===== src/rtl/colpar_pkg.sv =====
package colpar_pkg;

    typedef enum logic [1:0] {
        XFER_NONE = 2'd0,
        XFER_WR   = 2'd1,
        XFER_RD   = 2'd2,
        XFER_BOTH = 2'd3
    } xfer_e;

    function automatic xfer_e classify(input logic wr_ok, input logic rd_ok);
        return xfer_e'({rd_ok, wr_ok});
    endfunction

endpackage


===== src/rtl/colpar_ctrl.sv =====
module colpar_ctrl
    import colpar_pkg::*;
#(
    parameter int DEPTH = 8,
    localparam int AW = (DEPTH > 1) ? $clog2(DEPTH) : 1,
    localparam int CW = $clog2(DEPTH + 1)
) (
    input  logic          clk,
    input  logic          rst_n,
    input  logic          push,
    input  logic          pop,
    output logic          wr_ok,
    output logic          rd_ok,
    output logic [AW-1:0] wr_addr,
    output logic [AW-1:0] rd_addr,
    output logic          full,
    output logic          empty
);
    typedef struct packed {
        logic [AW-1:0] wr;
        logic [AW-1:0] rd;
        logic [CW-1:0] cnt;
    } ctrl_t;

    ctrl_t st_q, st_d;
    xfer_e xfer;

    function automatic logic [AW-1:0] bump(input logic [AW-1:0] p);
        return (p == AW'(DEPTH - 1)) ? '0 : p + 1'b1;
    endfunction

    assign empty   = (st_q.cnt == '0);
    assign full    = (st_q.cnt == CW'(DEPTH));
    assign rd_ok   = pop && !empty;
    assign wr_ok   = push && (!full || rd_ok);
    assign wr_addr = st_q.wr;
    assign rd_addr = st_q.rd;
    assign xfer    = classify(wr_ok, rd_ok);

    always_comb begin
        st_d = st_q;
        unique case (xfer)
            XFER_WR: begin
                st_d.wr  = bump(st_q.wr);
                st_d.cnt = st_q.cnt + 1'b1;
            end
            XFER_RD: begin
                st_d.rd  = bump(st_q.rd);
                st_d.cnt = st_q.cnt - 1'b1;
            end
            XFER_BOTH: begin
                st_d.wr = bump(st_q.wr);
                st_d.rd = bump(st_q.rd);
            end
            default: ;
        endcase
    end

    always_ff @(posedge clk) begin
        if (!rst_n) st_q <= '0;
        else        st_q <= st_d;
    end


    no_overflow_chk: assert property (@(posedge clk) disable iff (!rst_n)
        st_q.cnt <= CW'(DEPTH));

    full_push_hold_chk: assert property (@(posedge clk) disable iff (!rst_n)
        full && push && !pop |=> full);

    empty_pop_hold_chk: assert property (@(posedge clk) disable iff (!rst_n)
        empty && pop && !push |=> empty);

    both_keep_count_chk: assert property (@(posedge clk) disable iff (!rst_n)
        push && pop && !empty |=> $stable(st_q.cnt));
endmodule


===== src/rtl/colpar_mem.sv =====
module colpar_mem #(
    parameter int WIDTH = 8,
    parameter int DEPTH = 8,
    localparam int AW = (DEPTH > 1) ? $clog2(DEPTH) : 1
) (
    input  logic             clk,
    input  logic             rst_n,
    input  logic             wr_en,
    input  logic [AW-1:0]    wr_addr,
    input  logic [WIDTH-1:0] wr_data,
    input  logic [AW-1:0]    rd_addr,
    output logic [WIDTH-1:0] rd_data,
    input  logic             inj_en,
    input  logic [AW-1:0]    inj_addr,
    input  logic [WIDTH-1:0] inj_mask
);
    logic [WIDTH-1:0] mem_q [DEPTH];
    logic [WIDTH-1:0] mem_d [DEPTH];

    assign rd_data = mem_q[rd_addr];

    always_comb begin
        for (int i = 0; i < DEPTH; i++) begin
            mem_d[i] = mem_q[i];
            if (inj_en && inj_addr == AW'(i)) mem_d[i] = mem_q[i] ^ inj_mask;
            if (wr_en && wr_addr == AW'(i))   mem_d[i] = wr_data;
        end
    end

    always_ff @(posedge clk) begin
        for (int i = 0; i < DEPTH; i++) begin
            if (!rst_n) mem_q[i] <= '0;
            else        mem_q[i] <= mem_d[i];
        end
    end


    write_lands_chk: assert property (@(posedge clk) disable iff (!rst_n)
        wr_en && !(inj_en && inj_addr == wr_addr) && rd_addr == wr_addr
        |=> rd_data == $past(wr_data) || $changed(rd_addr));
endmodule


===== src/rtl/colpar_mon.sv =====
module colpar_mon #(
    parameter int WIDTH = 8
) (
    input  logic             clk,
    input  logic             rst_n,
    input  logic             wr_en,
    input  logic [WIDTH-1:0] wr_word,
    input  logic             rd_en,
    input  logic [WIDTH-1:0] rd_word,
    input  logic             empty,
    input  logic             clr,
    output logic             fault
);
    typedef struct packed {
        logic [WIDTH-1:0] par;
        logic             flag;
    } mon_t;

    mon_t m_q, m_d;

    always_comb begin
        m_d = m_q;
        if (wr_en) m_d.par = m_d.par ^ wr_word;
        if (rd_en) m_d.par = m_d.par ^ rd_word;
        m_d.flag = m_q.flag | (empty && (m_q.par != '0));
        if (clr) begin
            m_d.par  = '0;
            m_d.flag = 1'b0;
        end
    end

    always_ff @(posedge clk) begin
        if (!rst_n) m_q <= '0;
        else        m_q <= m_d;
    end

    assign fault = m_q.flag;


    fault_sticky_chk: assert property (@(posedge clk) disable iff (!rst_n)
        fault && !clr |=> fault);

    clear_effect_chk: assert property (@(posedge clk) disable iff (!rst_n)
        clr |=> !fault && m_q.par == '0);

    fault_needs_empty_chk: assert property (@(posedge clk) disable iff (!rst_n)
        $rose(fault) |-> $past(empty));

    idle_par_stable_chk: assert property (@(posedge clk) disable iff (!rst_n)
        !wr_en && !rd_en && !clr |=> $stable(m_q.par));
endmodule


===== src/rtl/colpar_fifo.sv =====
module colpar_fifo #(
    parameter int WIDTH = 8,
    parameter int DEPTH = 8,
    localparam int AW = (DEPTH > 1) ? $clog2(DEPTH) : 1
) (
    input  logic             clk,
    input  logic             rst_n,
    input  logic             push,
    input  logic [WIDTH-1:0] push_data,
    output logic             full,
    input  logic             pop,
    output logic [WIDTH-1:0] pop_data,
    output logic             empty,
    input  logic             fault_clr,
    output logic             fault,
    input  logic             inj_en,
    input  logic [AW-1:0]    inj_addr,
    input  logic [WIDTH-1:0] inj_mask
);
    logic          wr_ok, rd_ok;
    logic [AW-1:0] wr_addr, rd_addr;

    colpar_ctrl #(.DEPTH(DEPTH)) u_ctrl (
        .clk(clk), .rst_n(rst_n), .push(push), .pop(pop),
        .wr_ok(wr_ok), .rd_ok(rd_ok), .wr_addr(wr_addr), .rd_addr(rd_addr),
        .full(full), .empty(empty)
    );

    colpar_mem #(.WIDTH(WIDTH), .DEPTH(DEPTH)) u_mem (
        .clk(clk), .rst_n(rst_n), .wr_en(wr_ok), .wr_addr(wr_addr),
        .wr_data(push_data), .rd_addr(rd_addr), .rd_data(pop_data),
        .inj_en(inj_en), .inj_addr(inj_addr), .inj_mask(inj_mask)
    );

    colpar_mon #(.WIDTH(WIDTH)) u_mon (
        .clk(clk), .rst_n(rst_n), .wr_en(wr_ok), .wr_word(push_data),
        .rd_en(rd_ok), .rd_word(pop_data), .empty(empty), .clr(fault_clr),
        .fault(fault)
    );


    reset_idle_chk: assert property (@(posedge clk)
        !rst_n |=> empty && !full && !fault);
endmodule


===== config.mk =====
export PLATFORM = sky130hd
export DESIGN_NAME = colpar_fifo
export DESIGN_NICKNAME = d
export VERILOG_FILES = /design/src/rtl/colpar_pkg.sv /design/src/rtl/colpar_ctrl.sv /design/src/rtl/colpar_mem.sv /design/src/rtl/colpar_mon.sv /design/src/rtl/colpar_fifo.sv
export SDC_FILE = /design/constraint.sdc
export NUM_CORES = 1
export LEC_CHECK = 0
export BUFFER_PORTS_ARGS = -buffer_cell sky130_fd_sc_hd__buf_2
export CORE_MARGIN = 2
export CORE_UTILIZATION = 55
export DETAILED_ROUTE_END_ITERATION = 10
export HOLD_SLACK_MARGIN = 0.03
export PLACE_DENSITY = 0.84
export SYNTH_ARGS = -nofsm -noshare
export SYNTH_HDL_FRONTEND = slang
export SYNTH_HIERARCHICAL = 1
export SYNTH_SLANG_ARGS = --single-unit

===== constraint.sdc =====
create_clock -name clk -period 2.4 [get_ports clk]
set_input_delay 0.24 -clock clk [delete_from_list [all_inputs] [get_ports clk]]
set_output_delay 0.24 -clock clk [all_outputs]
set_load 0.03 [all_outputs]

==> flow_metrics.py, run 1 <==
metrics = {
    "placed_design": {
        "place_inst": 674,
        "hpwl_mm": 9.28,
        "place_congestion": 0.874,
        "place_ws_ns": 0.134,
        "port_buffers": 35,
    },
    "status": {
        "outcome": "finished with violations",
        "violations": "negative setup slack",
    },
    "yosys": {
        "ys_top_cells_by_count": "dfxtp_1 (83), a211oi_1 (66), and4_1 (65), o21ai_0 (65), nor3_1 (63)",
        "yosysMostFrequentCell": "dfxtp_1",
        "synthMuxAreaShare_pct": 10.7,
        "ys_async_sr_fraction_pct": 0,
        "synth_edf_count": 0,
        "synth_area_mm2": 0.00524,
        "synth_fa_ha_area_share_pct": 1.82,
        "synthXorXnorAreaFrac_pct": 1.84,
        "syn_inst": 562,
        "synth_cell_types": 53,
        "yosys_register_bits": 83,
        "yosys-top-cells-area": "dfxtp_1 (32%), and4_1 (11%), a211oi_1 (9.5%)",
        "syn-num-nets": 594,
        "synth_top_family_by_area": "simple AND/OR/NAND/NOR gates",
        "synth-main-ff-cell": "dfxtp_1",
        "synth_top_area_share_pct": 31.7,
        "yosys.area_share.simple_pct": 28.6,
        "yosysWarnings": 6,
        "synth_area_leader_cell": "dfxtp_1",
        "synth_compound_area_share_pct": 18.3,
        "syn_area_per_cell_um2": 9.32,
        "yosysSeqAreaShare_pct": 31.7,
    },
    "route": {
        "drtAntennaViolNets": 0,
        "wl_mm": 14.3,
        "drtIter0Drc": 422,
        "vias": 4829,
        "wl_per_cell_um": 20.6,
        "drc": 0,
        "first_pass_iters": 5,
        "drt-vias-per-instance": 6.93,
    },
    "clock_network": {
        "root_buffer": "clkbuf_8",
        "numCtsBuffers": 9,
        "clockBufferDepth": 2,
        "clk_pin_slew_ns": 0.09,
        "clock_latency_ns": 0.37,
        "cts.sinks": 83,
        "cts_tree": "done",
        "htree_num_levels": 3,
        "hold_buffers": 0,
    },
    "grt": {
        "overflow": 0,
        "grt_max_degree": 67,
        "antenna_found_initial": 0,
        "grt_pass1_wl_mm": 23.0,
        "busiest_layer": "met2",
        "grt_pass1_vias": 4709,
        "grt_usage_pct": 28.3,
        "use_met1_pct": 35.0,
        "gr-usage-met3_pct": 5.31,
        "met2_usage_pct": 47.3,
    },
    "sta": {
        "max_freq_mhz": 415,
        "setup_ws_ns": -0.00725,
        "fin_crit_ns": 2.41,
        "clock_skew_ns": 0.0101,
        "min_period_over_period_pct": 100,
        "hold_viol_final": 0,
        "tightest_slew_ns": 0.706,
        "setup_viol_count_final": 1,
        "finalMaxSlewViolations": 0,
        "slew_headroom_pct": 52.9,
    },
    "die": {
        "start_util_pct": 56.7,
        "core_region_area_mm2": 0.00924,
        "fp.dieW_um": 102,
        "rows": 35,
        "fp.dieH_um": 102,
        "dieArea_mm2": 0.0103,
        "io_pins": 36,
    },
    "power_and_ir_drop": {
        "p_per_area_mw_per_mm2": 744,
        "power_w": 0.00416,
        "irDropWorstVdd_uv": 596,
        "power_leakage_nw": 2.07,
    },
    "run": {
        "maxCapViolCount": 0,
    },
    "finish": {
        "diodes": 0,
        "fin_cells": 697,
        "regArea_mm2": 0.00166,
        "area_growth_pct": 6.88,
        "fill_cells": 764,
        "nets": 595,
        "multi_input_area_mm2": 0.00322,
        "layout-drive-gt1-share_pct": 21.1,
    },
    "worst_setup_path": {
        "arrival_ns": 2.67,
        "worstSetupPathType": "reg2reg",
        "cp-start-kind": "register",
        "endpoint_kind": "register",
        "worst-path-max-fanout": 8,
        "rr_worst_depth": 7,
        "required_ns": 2.66,
        "reg2reg_slack_ns": -0.007,
    },
    "min_path": {
        "hold-path-cell-count": 3,
        "hold_class": "in2reg",
    },
}
==> routing by layer <==
metal / part of all wire, % / wire (um)
met3: 7.5 / 1070
met5: 0 / 0
met4: 3.4 / 494
met2: 49 / 7040
met1: 40 / 5720
==> sequential cells by signal (all words and copies together), names as in the netlist <==
signal,count
u_mem/mem_q,64
u_mon/m_q,8
u_ctrl/st_q,4
u_ctrl/rd_addr,3
u_ctrl/wr_addr,3
u_mon/fault,1
==> where the power goes <==
part	internal [W]	total (W)	switching, W
Clock	0.000518	0.00108	0.000567
Sequential	0.00150	0.00165	0.000145
Combinational	0.000601	0.00143	0.000834
Total	0.00262	0.00416	0.00155
==> kinds of logic after synthesis <==
family          after synthesis
buf+inv                      69
simple gates                212
xor+xnor                     11
mux                          35
flops                        83
fa+ha+maj                     7
compound gates              145
==> worst paths after layout <==
path,end,start
setup / recovery,u_mem/mem_q[3][0],u_ctrl/st_q[0]
setup reg to reg,u_mem/mem_q[3][0],u_ctrl/st_q[0]
hold / removal,u_mon/fault,fault_clr
hold reg to reg,u_mon/fault,u_mon/fault
==> stage by stage <==
| stage | utilization, % | hold slack, ns | TNS [ns] | area (um^2) |
|---|---|---|---|---|
| finish | 60.6 | 0.199 | -0.00725 | 5600 |
| global route | 60.6 | 0.204 | -0.147 | 5600 |
| CTS | 59.8 | 0.191 | 0 | 5530 |
| detailed placement | 57.5 | 0.451 | 0 | 5320 |
| global placement | 57.5 | 0.444 | 0 | 5320 |
| floorplan | - | 0.370 | 0 | 5240 |
==> cell type report <==
class	instances	share of cell area (%)
clock inverter	6	1.30
clock buffer	10	2.46
sequential	83	29.7
timing repair buffer	52	5.63
inverter	7	0.537
tap	129	2.88
multi-input combinational	410	57.5
==> cells in the final DEF, fill, tap and decap left out, types with 2 or more instances in the layout <==
master	Yosys	layout
dfxtp_1	83	83
and4_1	65	65
o21ai_0	65	65
a211oi_1	66	65
nor3_1	63	63
buf_2	13	35
nand2_1	29	29
buf_4	11	16
mux4_2	16	16
mux2i_1	11	11
clkbuf_8	0	10
nand3_1	9	9
nor2_1	8	8
mux2_2	8	8
xor2_1	8	8
ha_1	6	6
and4bb_2	6	6
and4b_1	6	6
inv_1	6	5
clkinvlp_4	0	4
a21oi_1	5	4
xnor2_1	3	3
o21ai_4	2	2
or3_1	2	2
and4_4	2	2
nor3_2	2	2
nand4bb_1	3	2
nand4b_2	2	2
nor4_1	2	2
==> critical path, stage by stage, from the launching register on <==
cell and delay (ns):
dfxtp_1 0.40, or3_4 0.45, o21ai_4 0.22, clkinvlp_4 0.22, buf_4 0.19, and4b_1 0.37, a211oi_1 0.34, nor3_1 0.10
==> timing repair <==
| action | CTS | global route |
|---|---|---|
| setup buffers | 0 | 7 |
| endpoints found under the hold margin | 0 | 0 |
| endpoints found under the setup margin | 0 | 42 |
| resized for setup | 0 | 4 |
(Power assumes the default switching activity.)
==> run 2, diff against run 1 <==
--- a/config.mk
+++ b/config.mk
@@ -10,7 +10,7 @@
 export CORE_UTILIZATION = 55
 export DETAILED_ROUTE_END_ITERATION = 10
 export HOLD_SLACK_MARGIN = 0.03
-export PLACE_DENSITY = 0.84
+export PLACE_DENSITY = 0.86
 export SYNTH_ARGS = -nofsm -noshare
 export SYNTH_HDL_FRONTEND = slang
 export SYNTH_HIERARCHICAL = 1
==> constraint.sdc (replaced) <==
create_clock -name clk -period 2.1 [get_ports clk]
set_input_delay 0.21 -clock clk [delete_from_list [all_inputs] [get_ports clk]]
set_output_delay 0.21 -clock clk [all_outputs]
set_load 0.03 [all_outputs]
==> run 2 against run 1 <==
Net effect: the run still ends with negative setup slack left; clock power increased by 32%; power grew 32%; critical endpoint is now u_mem/mem_q[5][0]; highest routed layer unchanged; final cell count grew 2.4%; worst hold slack got worse by 0.050 ns; clock skew grew 0.0025 ns.
==> flow_metrics.py, run 2 (synthesis results as in run 1) <==
metrics = {
    "status": {
        "outcome": "finished with violations",
        "violations": "negative setup slack",
    },
    "sta": {
        "clock_skew_ns": 0.0126,
        "min_period_over_period_pct": 104,
        "max_freq_mhz": 458,
        "fin_crit_ns": 2.18,
        "setup_ws_ns": -0.0832,
        "finalMaxSlewViolations": 0,
        "hold_viol_final": 0,
        "setup_tns_ns": -0.460,
        "setup_viol_count_final": 11,
        "slew_headroom_pct": 50.1,
        "tightest_slew_ns": 0.748,
        "rsz0062_at_grt": "yes",
    },
    "finish": {
        "regMostFlops": "u_mem/mem_q",
        "layout-drive-gt1-share_pct": 28.2,
        "fill_cells": 663,
        "postLayoutCellArea_mm2": 0.00609,
        "area_growth_pct": 16.2,
        "diodes": 0,
        "top_regs": "u_mem/mem_q (64), u_mon/m_q (8), u_ctrl/st_q (4)",
        "nets": 612,
        "largest_reg_flops": 64,
        "fin_util_pct": 65.9,
        "final_cell_mix": "dfxtp_1 (79), o21ai_0 (65), and4_1 (64)",
        "final_common_cell": "dfxtp_1",
    },
    "placed_design": {
        "place_congestion": 0.841,
        "place_area_mm2": 0.00542,
        "port_buffers": 35,
        "hpwl_mm": 9.68,
    },
    "power_and_ir_drop": {
        "power_leakage_nw": 2.27,
        "p_per_area_mw_per_mm2": 902,
        "power_w": 0.00549,
        "irDropWorstVdd_uv": 649,
    },
    "die": {
        "core_region_area_mm2": 0.00924,
        "dieArea_mm2": 0.0103,
        "fp.dieW_um": 102,
        "rows": 35,
        "io_pins": 36,
        "fp.dieH_um": 102,
        "start_util_pct": 56.7,
    },
    "route": {
        "route.met2.wl_mm": 8.33,
        "drt-met1-wl_mm": 6.38,
        "drc": 0,
        "vias": 5295,
        "drtIter0Drc": 824,
        "drt-vias-per-instance": 7.42,
        "first_pass_iters": 9,
        "drtAntennaViolNets": 0,
        "wl_per_cell_um": 25.1,
        "wl_mm": 17.9,
        "wl_met3_mm": 1.94,
        "highest_layer": "met4",
    },
    "clock_network": {
        "numCtsBuffers": 9,
        "clockBufferDepth": 2,
        "htree_num_levels": 3,
        "cts.sinks": 83,
        "clk_pin_slew_ns": 0.09,
        "clock_latency_ns": 0.38,
        "hold_buffers": 0,
        "root_buffer": "clkbuf_8",
        "cts_tree": "done",
    },
    "grt": {
        "grt_pass1_vias": 5024,
        "grt_usage_pct": 33.2,
        "antenna_found_initial": 0,
        "grt_pass1_wl_mm": 26.2,
        "grt_max_degree": 65,
        "overflow": 0,
    },
    "worst_setup_path": {
        "endpoint_kind": "register",
        "worstSetupPathType": "reg2reg",
        "max_stage_delay_ns": 0.42,
        "crit_buf_inv": 1,
        "path_cells": "or3_4 > o21ai_4 > clkinvlp_4 > and4b_1 > a211oi_1 > nor3_1",
        "cpLargestDelayFamily": "simple AND/OR/NAND/NOR gates",
        "arrival_ns": 2.44,
        "worst-path-max-fanout": 8,
        "required_ns": 2.35,
        "cp_slowest_cell": "or3_4",
        "cp-start-kind": "register",
    },
    "min_path": {
        "hold_class": "in2reg",
    },
    "run": {
        "maxCapViolCount": 0,
    },
}
==> run 2: where the power goes <==
part / internal [W] / total (W) / switching [W]
clock network: 0.000788 / 0.00143 / 0.000639
logic: 0.000990 / 0.00218 / 0.00119
registers: 0.00172 / 0.00189 / 0.000164
total: 0.00350 / 0.00549 / 0.00199
==> run 2: area by class of cell <==
type	instances	area (um^2)	area share, %
clock buffer	9	124	2.03
inverter	7	30.0	0.493
multi-input combinational	411	3440	56.5
timing repair buffer	68	548	9.00
clock inverter	7	116	1.91
tap	129	161	2.65
sequential	83	1670	27.4
==> run 2: final timing paths <==
kind	start	to	slack, ns	depth (start not counted)
min	rst_n	u_ctrl/st_q[2]	0.15	3
max	u_ctrl/st_q[2]	u_mem/mem_q[5][0]	-0.08	6
max reg2reg	u_ctrl/st_q[2]	u_mem/mem_q[5][0]	-0.08	6
min reg2reg	u_mon/fault	u_mon/fault	0.56	1
==> run 2: what timing repair did <==
action	4_1_cts	5_1_grt
pin swaps	0	3
setup buffers	11	3
hold endpoints to repair	0	0
endpoints found under the setup margin	9	66
resized for setup	29	46
gates cloned	2	3
==> run 2: stage by stage <==
step | worst slack, ns | hold WS (ns) | std cells
floorplan | -0.000672 | 0.340 | 562
global placement | 0.136 | 0.444 | 681
detailed placement | 0.0325 | 0.461 | 681
CTS | -0.0881 | 0.145 | 710
global route | -0.126 | 0.160 | 714
finish | -0.0832 | 0.149 | 714
==> run 2: routing by layer <==
layer | track usage [%] | vias up
li1 | - | 2238
met1 | 40.3 | 2498
met2 | 53.7 | 423
met3 | 7.18 | 136
met4 | 20.6 | 0
met5 | 0 | -
==> run 2: worst reg2reg max path: cells and delay by family, from the launching register on <==
family,cells,cell delay (ns)
AOI/OAI and AO/OA,2,0.58
buffers and inverters,1,0.20
DFF,1,0.32
and+or+nand+nor,3,0.97
==> run 3, diff against run 2 <==
--- a/config.mk
+++ b/config.mk
@@ -15,3 +15,4 @@
 export SYNTH_HDL_FRONTEND = slang
 export SYNTH_HIERARCHICAL = 1
 export SYNTH_SLANG_ARGS = --single-unit
+export TNS_END_PERCENT = 1
==> run 3 against run 2 <==
Net effect: worst setup slack lost 0.015 ns; clock skew grew 0.0015 ns; the flow still finishes with violations (negative setup slack); highest routed layer unchanged; largest power group unchanged; worst hold slack better by 0.0043 ns.
==> flow_metrics.py, run 3 (synthesis results as in run 1) <==
metrics = {
    "route": {
        "drt-vias-per-instance": 7.30,
        "vias": 5178,
        "drtAntennaViolNets": 0,
        "drc": 0,
        "wl_per_cell_um": 24.3,
        "wl_mm": 17.2,
        "drtIter0Drc": 679,
        "first_pass_iters": 5,
    },
    "finish": {
        "nets": 607,
        "top_regs": "u_mem/mem_q (64), u_mon/m_q (8), u_ctrl/st_q (4)",
        "diodes": 0,
        "regMostFlops": "u_mem/mem_q",
        "layout-drive-gt1-share_pct": 27.1,
        "largest_reg_flops": 64,
        "final_cell_mix": "dfxtp_1 (79), and4_1 (64), o21ai_0 (64)",
        "area_growth_pct": 14.4,
        "final_common_cell": "dfxtp_1",
    },
    "die": {
        "rows": 35,
        "io_pins": 36,
        "fp.dieH_um": 102,
        "dieArea_mm2": 0.0103,
        "core_region_area_mm2": 0.00924,
        "fp.dieW_um": 102,
        "start_util_pct": 56.7,
    },
    "status": {
        "violations": "negative setup slack",
        "outcome": "finished with violations",
    },
    "sta": {
        "finalMaxSlewViolations": 0,
        "tightest_slew_ns": 0.811,
        "setup_tns_ns": -0.885,
        "setup_viol_count_final": 31,
        "hold_viol_final": 0,
        "max_freq_mhz": 455,
        "min_period_over_period_pct": 105,
        "fin_crit_ns": 2.20,
        "setup_ws_ns": -0.0986,
        "rsz0062_at_grt": "yes",
        "hold_ws_ns": 0.154,
        "slew_headroom_pct": 45.9,
        "clock_skew_ns": 0.0141,
    },
    "worst_setup_path": {
        "cpLargestDelayFamily": "simple AND/OR/NAND/NOR gates",
        "crit_buf_inv": 0,
        "path_cells": "nand4_2 > and4_1 > nor3_1",
        "required_ns": 2.38,
        "reg2reg_slack_ns": -0.1,
        "cp-start-kind": "register",
        "endpoint_kind": "register",
        "max_stage_delay_ns": 0.86,
        "worst-path-max-fanout": 18,
        "r2r-end": "u_mem/mem_q[7][2]",
        "arrival_ns": 2.48,
        "cp_num_cells": 3,
        "r2r-start": "u_ctrl/wr_addr[2]",
        "rr_worst_depth": 3,
        "cp_slowest_cell": "dfxtp_1",
        "worstSetupPathType": "reg2reg",
    },
    "power_and_ir_drop": {
        "power_switching_w": 0.00194,
        "power_frac_clock_pct": 26.4,
        "power_leakage_nw": 2.23,
        "p_per_area_mw_per_mm2": 899,
        "pwr-share-comb_pct": 38.6,
        "p_sw_share_pct": 36.0,
        "seqPwrFrac_pct": 35.0,
        "p_int_w": 0.00344,
        "irDropWorstVdd_uv": 578,
    },
    "clock_network": {
        "cts_tree": "done",
        "clockBufferDepth": 2,
        "clock_latency_ns": 0.37,
        "cts.sinks": 83,
        "numCtsBuffers": 9,
        "clk_pin_slew_ns": 0.09,
        "root_buffer": "clkbuf_8",
        "htree_num_levels": 3,
    },
    "grt": {
        "antenna_found_initial": 0,
        "overflow": 0,
        "grt_pass1_vias": 5056,
        "grt_pass1_wl_mm": 25.9,
        "grt_usage_pct": 32.6,
        "grt_max_degree": 65,
    },
    "min_path": {
        "hold_end": "u_ctrl/st_q[2]",
        "hp-start": "rst_n",
        "hold_class": "in2reg",
        "hold-path-cell-count": 3,
    },
    "run": {
        "maxCapViolCount": 0,
    },
    "placed_design": {
        "place_ws_ns": 0.0325,
        "place_congestion": 0.841,
        "hpwl_mm": 9.68,
        "port_buffers": 35,
    },
}
-- run 3: cell count changes in the layout (fill, tap and decap cells not counted), moves of 2 or more --
cell	previous run	this run
and4b_2	0	2
a211oi_1	46	50
and4bb_2	3	5
buf_4	22	19
a211oi_2	20	16
and4bb_4	3	1
-- run 3: worst max-delay path by stage --
stage	slack, ns	startpoint	to
floorplan	-0.0007	u_ctrl/rd_addr[0]	u_mon/m_q[6]
global placement	0.14	u_ctrl/st_q[2]	u_ctrl/st_q[3]
detailed placement	0.03	u_ctrl/st_q[1]	u_mem/mem_q[5][0]
CTS	-0.09	u_ctrl/rd_addr[0]	pop_data[5]
global route	-0.11	u_ctrl/st_q[1]	u_mem/mem_q[1][1]
finish	-0.1	u_ctrl/wr_addr[2]	u_mem/mem_q[7][2]
-- run 3: metal layers --
layer	GRT usage, %	part of all wire, %	vias up
li1	-	-	2223
met1	38.8	37	2455
met2	52.4	48	390
met3	6.35	9.6	110
met4	23.8	5.8	0
met5	0	0	-
-- run 3: power by group through the flow --
stage	combinational [W]	sequential [W]	clock, W
final	0.00208	0.00188	0.00142
after floorplan	0.00133	0.00185	0
after global placement	0.00170	0.00185	0
after CTS	0.00202	0.00185	0.00141
after global routing	0.00221	0.00189	0.00148
after detailed placement	0.00176	0.00187	0
-- run 3: metrics by stage --
| stage | util, % | total power [W] | cells | instance area, um^2 |
|---|---|---|---|---|
| finish | 64.8 | 0.00538 | 709 | 5990 |
| global route | 64.8 | 0.00557 | 709 | 5990 |
| floorplan | - | 0.00318 | 562 | 5270 |
| detailed placement | 58.6 | 0.00362 | 681 | 5420 |
| CTS | 63.1 | 0.00528 | 704 | 5830 |
| global placement | 58.6 | 0.00355 | 681 | 5420 |
-- run 3: worst reg2reg max path, cell delays in order (launching register included) --
cell and delay, ns:
dfxtp_1 0.86, nand4_2 0.59, and4_1 0.43, nor3_1 0.23
-- run 3: layout make-up --
class / instances / area [um^2]
tap: 129 / 161
sequential: 83 / 1670
inverter: 7 / 30.0
multi-input combinational: 410 / 3360
clock inverter: 7 / 116
clock buffer: 9 / 124
timing repair buffer: 64 / 524
fill: 649 / 3250
-- run 3: repair_timing --
item,4_1_cts,5_1_grt
cloned,2,1
gates resized for setup,23,43
pin swaps,0,9
hold buffers,0,0
buffers inserted,5,6
setup endpoints to repair,9,48
